<file path="config.mk">
export PLATFORM = sky130hd
export DESIGN_NAME = bio_step_engine
export DESIGN_NICKNAME = d
export VERILOG_FILES = /design/src/rtl/bio_pkg.sv /design/src/rtl/bio_flags.sv /design/src/rtl/bio_seq.sv /design/src/rtl/bio_datapath.sv /design/src/rtl/bio_step_engine.sv
export SDC_FILE = /design/constraint.sdc
export NUM_CORES = 1
export LEC_CHECK = 0
export ABC_AREA = 0
export CORE_ASPECT_RATIO = 1.4
export CORE_MARGIN = 1
export CORE_UTILIZATION = 45
export CTS_CLUSTER_DIAMETER = 60
export DETAILED_ROUTE_END_ITERATION = 10
export PLACE_DENSITY = 0.78
export SLEW_MARGIN = 20
export SYNTH_ARGS = -nofsm -noshare
export SYNTH_HDL_FRONTEND = slang
export SYNTH_HIERARCHICAL = 1
export SYNTH_SLANG_ARGS = --single-unit
export TNS_END_PERCENT = 50
</file>
<file path="constraint.sdc">
create_clock -name clk -period 6 [get_ports clk]
set_input_delay 1.2 -clock clk [delete_from_list [all_inputs] [get_ports clk]]
set_output_delay 1.2 -clock clk [all_outputs]
set_load 0.01 [all_outputs]
</file>
<file path="src/rtl/bio_pkg.sv">
package bio_pkg;

    localparam int BYTE_W = 8;
    localparam int PORT_W = 2 * BYTE_W;

    typedef struct packed {
        logic rep;   // bit 2: repeating form
        logic dec;   // bit 1: pointer steps downward
        logic out;   // bit 0: memory -> port
    } bio_op_t;

    typedef enum logic [2:0] {
        ST_IDLE,
        ST_FIRST,
        ST_SECOND,
        ST_TAIL,
        ST_DONE
    } bio_state_t;

    localparam int FL_S  = 7;
    localparam int FL_Z  = 6;
    localparam int FL_X5 = 5;
    localparam int FL_H  = 4;
    localparam int FL_X3 = 3;
    localparam int FL_PV = 2;
    localparam int FL_N  = 1;
    localparam int FL_C  = 0;

    function automatic logic [BYTE_W-1:0] count_next(input logic [BYTE_W-1:0] b);
        return b - BYTE_W'(1);
    endfunction

endpackage

</file>
<file path="src/rtl/bio_flags.sv">
module bio_flags
    import bio_pkg::*;
(
    input  logic [BYTE_W-1:0] new_b,
    input  logic              xfer_msb,
    output logic [7:0]        flags
);
    always_comb begin
        flags         = '0;
        flags[FL_S]   = new_b[7];
        flags[FL_Z]   = (new_b == '0);
        flags[FL_X5]  = new_b[5];
        flags[FL_X3]  = new_b[3];
        flags[FL_N]   = xfer_msb;
        flags[FL_H]   = 1'b0;
        flags[FL_PV]  = 1'b0;
        flags[FL_C]   = 1'b0;
    end
endmodule

</file>
<file path="src/rtl/bio_seq.sv">
module bio_seq
    import bio_pkg::*;
#(
    parameter int TAIL_CYCLES = 3
) (
    input  logic       clk,
    input  logic       rst,
    input  logic       start,
    input  bio_op_t    op_q,
    input  logic       newb_zero,
    input  logic       ack_first,
    input  logic       ack_second,
    output bio_state_t state,
    output logic       load,
    output logic       cap,
    output logic       commit
);
    localparam int CW        = (TAIL_CYCLES > 1) ? $clog2(TAIL_CYCLES) : 1;
    localparam int TAIL_LAST = (TAIL_CYCLES > 0) ? TAIL_CYCLES - 1 : 0;

    bio_state_t       state_n;
    logic [CW-1:0]    tail_cnt;
    logic             want_tail;

    assign load      = (state == ST_IDLE)   && start;
    assign cap       = (state == ST_FIRST)  && ack_first;
    assign commit    = (state == ST_SECOND) && ack_second;
    assign want_tail = (TAIL_CYCLES > 0) && op_q.rep && op_q.out && newb_zero;

    always_comb begin
        state_n = state;
        unique case (state)
            ST_IDLE:   if (start)      state_n = ST_FIRST;
            ST_FIRST:  if (ack_first)  state_n = ST_SECOND;
            ST_SECOND: if (ack_second) state_n = want_tail ? ST_TAIL : ST_DONE;
            ST_TAIL:   if (tail_cnt == CW'(TAIL_LAST)) state_n = ST_DONE;
            ST_DONE:   state_n = ST_IDLE;
            default:   state_n = ST_IDLE;
        endcase
    end

    always_ff @(posedge clk) begin
        if (rst) begin
            state    <= ST_IDLE;
            tail_cnt <= '0;
        end else begin
            state <= state_n;
            if (state == ST_TAIL)
                tail_cnt <= tail_cnt + CW'(1);
            else
                tail_cnt <= '0;
        end
    end
endmodule

</file>
<file path="src/rtl/bio_datapath.sv">
module bio_datapath
    import bio_pkg::*;
#(
    parameter int ADDR_W = 16
) (
    input  logic              clk,
    input  logic              rst,
    input  logic              load,
    input  logic              cap,
    input  logic              commit,
    input  bio_op_t           op_in,
    input  logic [BYTE_W-1:0] b_in,
    input  logic [BYTE_W-1:0] c_in,
    input  logic [ADDR_W-1:0] hl_in,
    input  logic [BYTE_W-1:0] byte_src,
    input  logic [7:0]        flags_in,
    output bio_op_t           op_q,
    output logic [BYTE_W-1:0] new_b,
    output logic [BYTE_W-1:0] byte_q,
    output logic [PORT_W-1:0] port_addr,
    output logic [ADDR_W-1:0] ptr_addr,
    output logic [BYTE_W-1:0] b_res,
    output logic [ADDR_W-1:0] hl_res,
    output logic [7:0]        flags_res,
    output logic              rerun_res
);
    logic [BYTE_W-1:0] b_q;
    logic [BYTE_W-1:0] c_q;
    logic [ADDR_W-1:0] hl_q;
    logic [ADDR_W-1:0] hl_step;

    assign new_b     = count_next(b_q);
    assign hl_step   = op_q.dec ? hl_q - ADDR_W'(1) : hl_q + ADDR_W'(1);
    assign ptr_addr  = hl_q;

    // Output forms present the already-decremented count on the port.
    assign port_addr = op_q.out ? {new_b, c_q} : {b_q, c_q};

    always_ff @(posedge clk) begin
        if (rst) begin
            op_q      <= '0;
            b_q       <= '0;
            c_q       <= '0;
            hl_q      <= '0;
            byte_q    <= '0;
            b_res     <= '0;
            hl_res    <= '0;
            flags_res <= '0;
            rerun_res <= 1'b0;
        end else begin
            if (load) begin
                op_q <= op_in;
                b_q  <= b_in;
                c_q  <= c_in;
                hl_q <= hl_in;
            end
            if (cap)
                byte_q <= byte_src;
            if (commit) begin
                b_res     <= new_b;
                hl_res    <= hl_step;
                flags_res <= flags_in;
                rerun_res <= op_q.rep && (new_b != '0);
            end
        end
    end
endmodule

</file>
<file path="src/rtl/bio_step_engine.sv">
module bio_step_engine
    import bio_pkg::*;
#(
    parameter int ADDR_W      = 16,
    parameter int TAIL_CYCLES = 3
) (
    input  logic              clk,
    input  logic              rst,
    input  logic              start,
    input  logic [2:0]        op,
    input  logic [7:0]        b_in,
    input  logic [7:0]        c_in,
    input  logic [ADDR_W-1:0] hl_in,
    output logic              mem_req,
    output logic              mem_we,
    output logic [ADDR_W-1:0] mem_addr,
    output logic [7:0]        mem_wdata,
    input  logic [7:0]        mem_rdata,
    input  logic              mem_ack,
    output logic              io_req,
    output logic              io_we,
    output logic [15:0]       io_addr,
    output logic [7:0]        io_wdata,
    input  logic [7:0]        io_rdata,
    input  logic              io_ack,
    output logic              done,
    output logic              rerun,
    output logic [7:0]        b_out,
    output logic [ADDR_W-1:0] hl_out,
    output logic [7:0]        flags_out
);
    bio_state_t        state;
    bio_op_t           op_q;
    logic              load, cap, commit;
    logic              ack_first, ack_second;
    logic [BYTE_W-1:0] new_b, byte_q, byte_src;
    logic [7:0]        flags_next;
    logic              in_first, in_second;

    assign in_first   = (state == ST_FIRST);
    assign in_second  = (state == ST_SECOND);
    assign ack_first  = op_q.out ? mem_ack : io_ack;
    assign ack_second = op_q.out ? io_ack  : mem_ack;
    assign byte_src   = op_q.out ? mem_rdata : io_rdata;

    // Output forms use memory first, input forms use the port first.
    assign mem_req   = (in_first && op_q.out) || (in_second && !op_q.out);
    assign io_req    = (in_first && !op_q.out) || (in_second && op_q.out);
    assign mem_we    = !op_q.out;
    assign io_we     = op_q.out;
    assign mem_wdata = byte_q;
    assign io_wdata  = byte_q;
    assign done      = (state == ST_DONE);

    bio_seq #(.TAIL_CYCLES(TAIL_CYCLES)) u_seq (
        .clk        (clk),
        .rst        (rst),
        .start      (start),
        .op_q       (op_q),
        .newb_zero  (new_b == '0),
        .ack_first  (ack_first),
        .ack_second (ack_second),
        .state      (state),
        .load       (load),
        .cap        (cap),
        .commit     (commit)
    );

    bio_flags u_flags (
        .new_b    (new_b),
        .xfer_msb (byte_q[BYTE_W-1]),
        .flags    (flags_next)
    );

    bio_datapath #(.ADDR_W(ADDR_W)) u_dp (
        .clk       (clk),
        .rst       (rst),
        .load      (load),
        .cap       (cap),
        .commit    (commit),
        .op_in     (bio_op_t'(op)),
        .b_in      (b_in),
        .c_in      (c_in),
        .hl_in     (hl_in),
        .byte_src  (byte_src),
        .flags_in  (flags_next),
        .op_q      (op_q),
        .new_b     (new_b),
        .byte_q    (byte_q),
        .port_addr (io_addr),
        .ptr_addr  (mem_addr),
        .b_res     (b_out),
        .hl_res    (hl_out),
        .flags_res (flags_out),
        .rerun_res (rerun)
    );
endmodule

</file>
# Yosys cells after proc, flatten, opt, wreduce, memory -nomap -nowiden

Cells that the tools add are included.

Register bits: 78
Latch bits: 0
Bits in writable memories: 0
Bits in read-only memories: 0
Output and inout port bits: 86
Memories: 0

Add/sub/neg operators: 4
$mul: 0
Divide/modulo/power cells: 0
Magnitude comparators: 0
Eq/ne operators: 9
Shift-type cells: 0
Muxes and demuxes: 11
Bitwise operators: 1
Reduce and logical (&&, ||, !) cells: 18

Operator list:

| cell                    | count |
|---|---|
| $mux W16                | 2 |
| $add A16 B1 Y16 const B | 1 |
| $sub A16 B1 Y16 const B | 1 |
| $mux W3                 | 5 |
| $pmux W3 S4             | 1 |
| $logic_and A1 B1 Y1     | 10 |
| $logic_not A8 Y1        | 1 |
| $mux W8                 | 1 |
| $reduce_bool A8 Y1      | 1 |
| $sub A8 B1 Y8 const B   | 1 |
| $eq A3 B2 Y1 const B    | 2 |
| $ne A2 B1 Y1 const B    | 3 |
| $reduce_and A4 Y1       | 1 |
| $eq A3 B1 Y1 const B    | 1 |
| $eq A3 B3 Y1 const B    | 1 |
| $logic_not A3 Y1        | 1 |
| $add A2 B1 Y2 const B   | 1 |
| $eq A2 B2 Y1 const B    | 1 |
| $logic_or A1 B1 Y1      | 2 |
| $mux W1                 | 2 |
| $ne A2 B2 Y1 const B    | 1 |
| $reduce_or A2 Y1        | 1 |
| $logic_not A1 Y1        | 1 |
| $not A1 Y1              | 1 |

# Depth between registers and ports, before layout

Depth after elaboration: 6
Mapped depth: 10

# Hierarchy

The synthesis kept the hierarchy.

Modules (own cells, without submodules):

| module          | times used | cells an instance | area an instance (sq um) |
|---|---|---|---|
| bio_datapath    | 1          | 418               | 3,779.9 |
| bio_seq         | 1          | 33                | 276.5 |
| bio_step_engine | 1          | 30                | 245.2 |
| bio_flags       | 1          | 11                | 75.1 |

# Worst setup path after synthesis

No wires, ideal clock.

Kind: input to register
Start point: input io_ack
End point: register u_dp.hl_res[11]
Setup time: 0.082 ns
Data arrival time: 2.606 ns
Required time: 5.918 ns
Slack: 3.312 ns
Stages: 8
Cell sequence: mux2_2 nand2_1 nor3_1 clkbuf_1 inv_2 or3_1 or3_1 o2111ai_1

Word-level cells in the longest chain between the ends: 2

RTL lines:

| what                 | line                  | text |
|---|---|---|
| from (decl)          | bio_step_engine.sv:25 | `input logic io_ack,` |
| $mux W1              | bio_step_engine.sv:43 | `assign ack_second = op_q.out ? io_ack : mem_ack;` |
| $logic_and A1 B1 Y1  | bio_seq.sv:27         | `assign commit = (state == ST_SECOND) && ack_second;` |
| via commit           | bio_step_engine.sv:34 | `logic load, cap, commit;` |
| to (signal assigned) | bio_datapath.sv:61    | `hl_res <= hl_step;` |
| to (decl)            | bio_datapath.sv:23    | `output logic [ADDR_W-1:0] hl_res,` |

The timed path passes the listed nets, and every way through them passes these cells.
A chain may end at the register's enable or synchronous reset.

# Final worst setup path

Start point: register u_dp.b_q[0]
End point: output io_addr[14]

Word-level cells in the longest chain between the ends: 2

RTL lines:

| what                   | line                  | text |
|---|---|---|
| from (decl)            | bio_datapath.sv:27    | `logic [BYTE_W-1:0] b_q;` |
| from (signal assigned) | bio_datapath.sv:53    | `b_q <= b_in;` |
| $sub A8 B1 Y8          | bio_pkg.sv:30         | `return b - BYTE_W'(1);` |
| $mux W16               | bio_datapath.sv:37    | `assign port_addr = op_q.out ? {new_b, c_q} : {b_q, c_q};` |
| to (decl)              | bio_step_engine.sv:22 | `output logic [15:0] io_addr,` |

No other way between the ends.

==> reports/metrics.yaml <==
finish:
  fill_cells: 811
  num_antenna_cells: 0
  finalInstanceArea_um2: 6060
  area_delta_synth_final_pct: 38.45
  drive_above_1_share: 0.07993
  nNetsFinal: 682
setup_path:
  cp.required_ns: 4.80
  r2r_slack_ns: 3.11
  startpoint: "u_dp/b_q[0]"
  arrival_ns: 2.47
  endpoint_kind: "output pin"
  timing.rr.start: "u_dp/op_q[0]"
  cp-start-kind: "flip-flop"
  critical_path_peak_fanout: 6
  criticalPathCategory: "reg -> out"
synth:
  synth_cells: 492
  synth_area_um2: 4377
  yosysSeqAreaShare: 0.3705
  synth_area_leaders: "dfxtp_1 (37%), mux2i_1 (13%), nor2_1 (7.5%), ha_1 (4.9%), mux2_2 (3.1%)"
  yosys.area.top_type: "dfxtp_1"
  avgSynthCellArea_um2: 8.896
  ys_warn_count: 6
  synth_top_area_share: 0.3705
  synth_flop_cell: "dfxtp_1"
  synth_async_sr_flop_share: 0
  netlist-cell-type-count: 62
  ys_ff_latch: 81
  synth_edf_count: 0
floorplan:
  die_x_um: 85.35
  initial_core_util: 0.4627
  dieArea_um2: 10130
  num_rows: 42
  fp.coreArea_um2: 9459
  ios: 142
  die_h_um: 118.7
run_status:
  status: "completed"
timing:
  fin_ws_ns: 2.327
  hold_viol: 0
  slew_viol_final: 0
  slew-limit-headroom: 0.4540
  max_freq_mhz: 272.3
  tns_ns: 0
  period_needed_ns: 3.673
  worstMarginPinSlew_ns: 0.8190
  min_period_over_period: 0.6121
  rsz0062_at_grt: "false"
  setup_viol: 0
  skew_ns: 0.007985
drt:
  drc: 0
  drt_iter0_drc: 197
  vias: 3969
  ant_nets: 0
  wl_per_cell_um: 15.46
  wl_um: 11180
  viasPerCell: 5.490
  dr.pass1.iters: 5
power:
  vdd_drop_max_mv: 0.1641
  p_comb_frac: 0.356
  p_seq_frac: 0.348
  swShare: 0.3209
  power.share.clock: 0.296
  power.density_nw_per_um2: 320.0
  p_leak_nw: 2.327
  p_int_w: 0.001317
  p_switching_w: 0.0006222
cts:
  clk_latency_ns: 0.33
  cts.sinks: 81
  clk_pin_slew_ns: 0.06
  cts_resized: 0
  cts_buffers: 9
  cts_max_level: 3
  clockBufferDepth: 2
  postCtsHoldBufs: 0
  cts-root-buf: "clkbuf_16"
  cts_tree: "built"
  post_cts_buffers: 0
placement:
  dp_hpwl_um: 7883
  port_buffers: 141
  globalplace.congestion: 0.8475
  placed_area_um2: 5747
  pre_cts_ws_ns: 2.313
grt:
  grt_max_degree: 83
  grt_use_total: 0.2253
  grt_remaining_overflow: 0
  grt_pass1_vias: 3972
  grt_pass1_wl_um: 18240
  antenna_found_initial: 0
worst_hold_path:
  min_path_type: "reg -> reg"
  worstHoldStart: "u_seq/tail_cnt[0]"
run:
  drv_cap: 0
kinds of logic after synthesis:
kind of cell               count (synthesis)  share of synthesized area
AOI/OAI and AO/OA                         72                     0.1189
adders and majority gates                 18                    0.05317
muxes                                     70                     0.1635
other                                      1                  0.0008568
xor gates and xnor gates                  21                    0.04202
DFF                                       81                     0.3705
and+or+nand+nor                          173                     0.1884
buffers and inverters                     56                    0.06261
through the flow:
step                        util  cells  total power (W)  hold slack, ns
after floorplan                -    494         0.001116          0.3922
after global placement    0.6075    707         0.001349          0.4001
final                     0.6406    723         0.001939          0.4150
after CTS                 0.6406    723         0.001954          0.4203
after global routing      0.6406    723         0.002047          0.4357
after detailed placement  0.6075    707         0.001369          0.4124
final timing paths:
kind,to,depth (start not counted)
setup / recovery,io_addr[14],6
hold / removal,u_seq/tail_cnt[0],1
setup reg to reg,u_dp/hl_res[11],9
hold reg to reg,u_seq/tail_cnt[0],1
layout by cell type (no fill, tap or decap), types with 3 or more instances in the layout:
cell type	netlist	routed
conb_1	1	3
nand3_1	14	14
nor3_1	14	12
and3_1	4	4
o211ai_1	3	3
a21o_1	3	3
xnor2_1	12	12
inv_1	13	13
nor3_2	1	3
nor2_1	88	88
o21ai_0	8	8
clkbuf_1	16	3
mux2i_1	58	58
or3_1	3	3
nand2b_1	6	6
o22ai_1	3	3
clkbuf_16	0	9
a211oi_1	9	9
clkdlybuf4s50_1	0	140
o21a_1	3	3
ha_1	17	17
a21oi_1	18	18
buf_4	15	4
or4_1	4	4
mux2_2	12	12
nand2_1	23	23
xor2_1	9	9
dfxtp_1	81	81
Yosys cell counts (3+ instances only):
master and instances:
nor2_1 88, dfxtp_1 81, mux2i_1 58, nand2_1 23, a21oi_1 18, ha_1 17, clkbuf_1 16, buf_4 15
nand3_1 14, nor3_1 14, inv_1 13, mux2_2 12, xnor2_1 12, a211oi_1 9, xor2_1 9, o21ai_0 8
buf_2 6, nand2b_1 6, buf_1 5, and3_1 4, or4_1 4, a21o_1 3, o211ai_1 3, o21a_1 3
o22ai_1 3, or3_1 3
worst max-delay path, stage by stage (launching register included):
cell and delay [ns]:
dfxtp_1 0.38, inv_1 0.13, ha_1 0.20, nor3b_2 0.31, nor4bb_1 0.40, xor2_1 0.18, clkdlybuf4s50_1 0.56
power groups by stage:
stage	combinational (W)	sequential, W	clock [W]
5_1_grt	0.000748	0.000686	0.000613
3_3_place_gp	0.000667	0.000682	0
2_1_floorplan	0.000427	0.000689	0
3_5_place_dp	0.000683	0.000686	0
4_1_cts	0.000690	0.000675	0.000589
6_report	0.000690	0.000675	0.000575
area by class of cell:
type,instances,area (um^2),area share
clock inverters,4,76.32,0.01260
inverters,14,52.55,0.008672
multi-input cells,357,2499,0.4123
clock buffers,12,236.5,0.03903
repair buffers,145,1436,0.2370
well taps,110,137.6,0.02271
flip-flops and latches,81,1622,0.2676
flip-flops by register name, summed over array words and instances (netlist names):
register	cells
u_dp/ptr_addr	16
u_dp/b_q	8
u_seq/tail_cnt	2
u_seq/state	3
u_dp/flags_res	8
u_dp/c_q	8
u_dp/byte_q	8
u_dp/op_q	3
u_dp/hl_res	16
u_dp/b_res	8
u_dp/rerun_res	1
metal layers:
metal	vias up	part of all wire	GRT usage
met2	130	0.54	0.4214
met1	1868	0.39	0.2469
met5	-	0	0
met4	0	0.024	0.09271
met3	23	0.046	0.03771
li1	1948	-	-
Power figures use the tool's default switching activity.
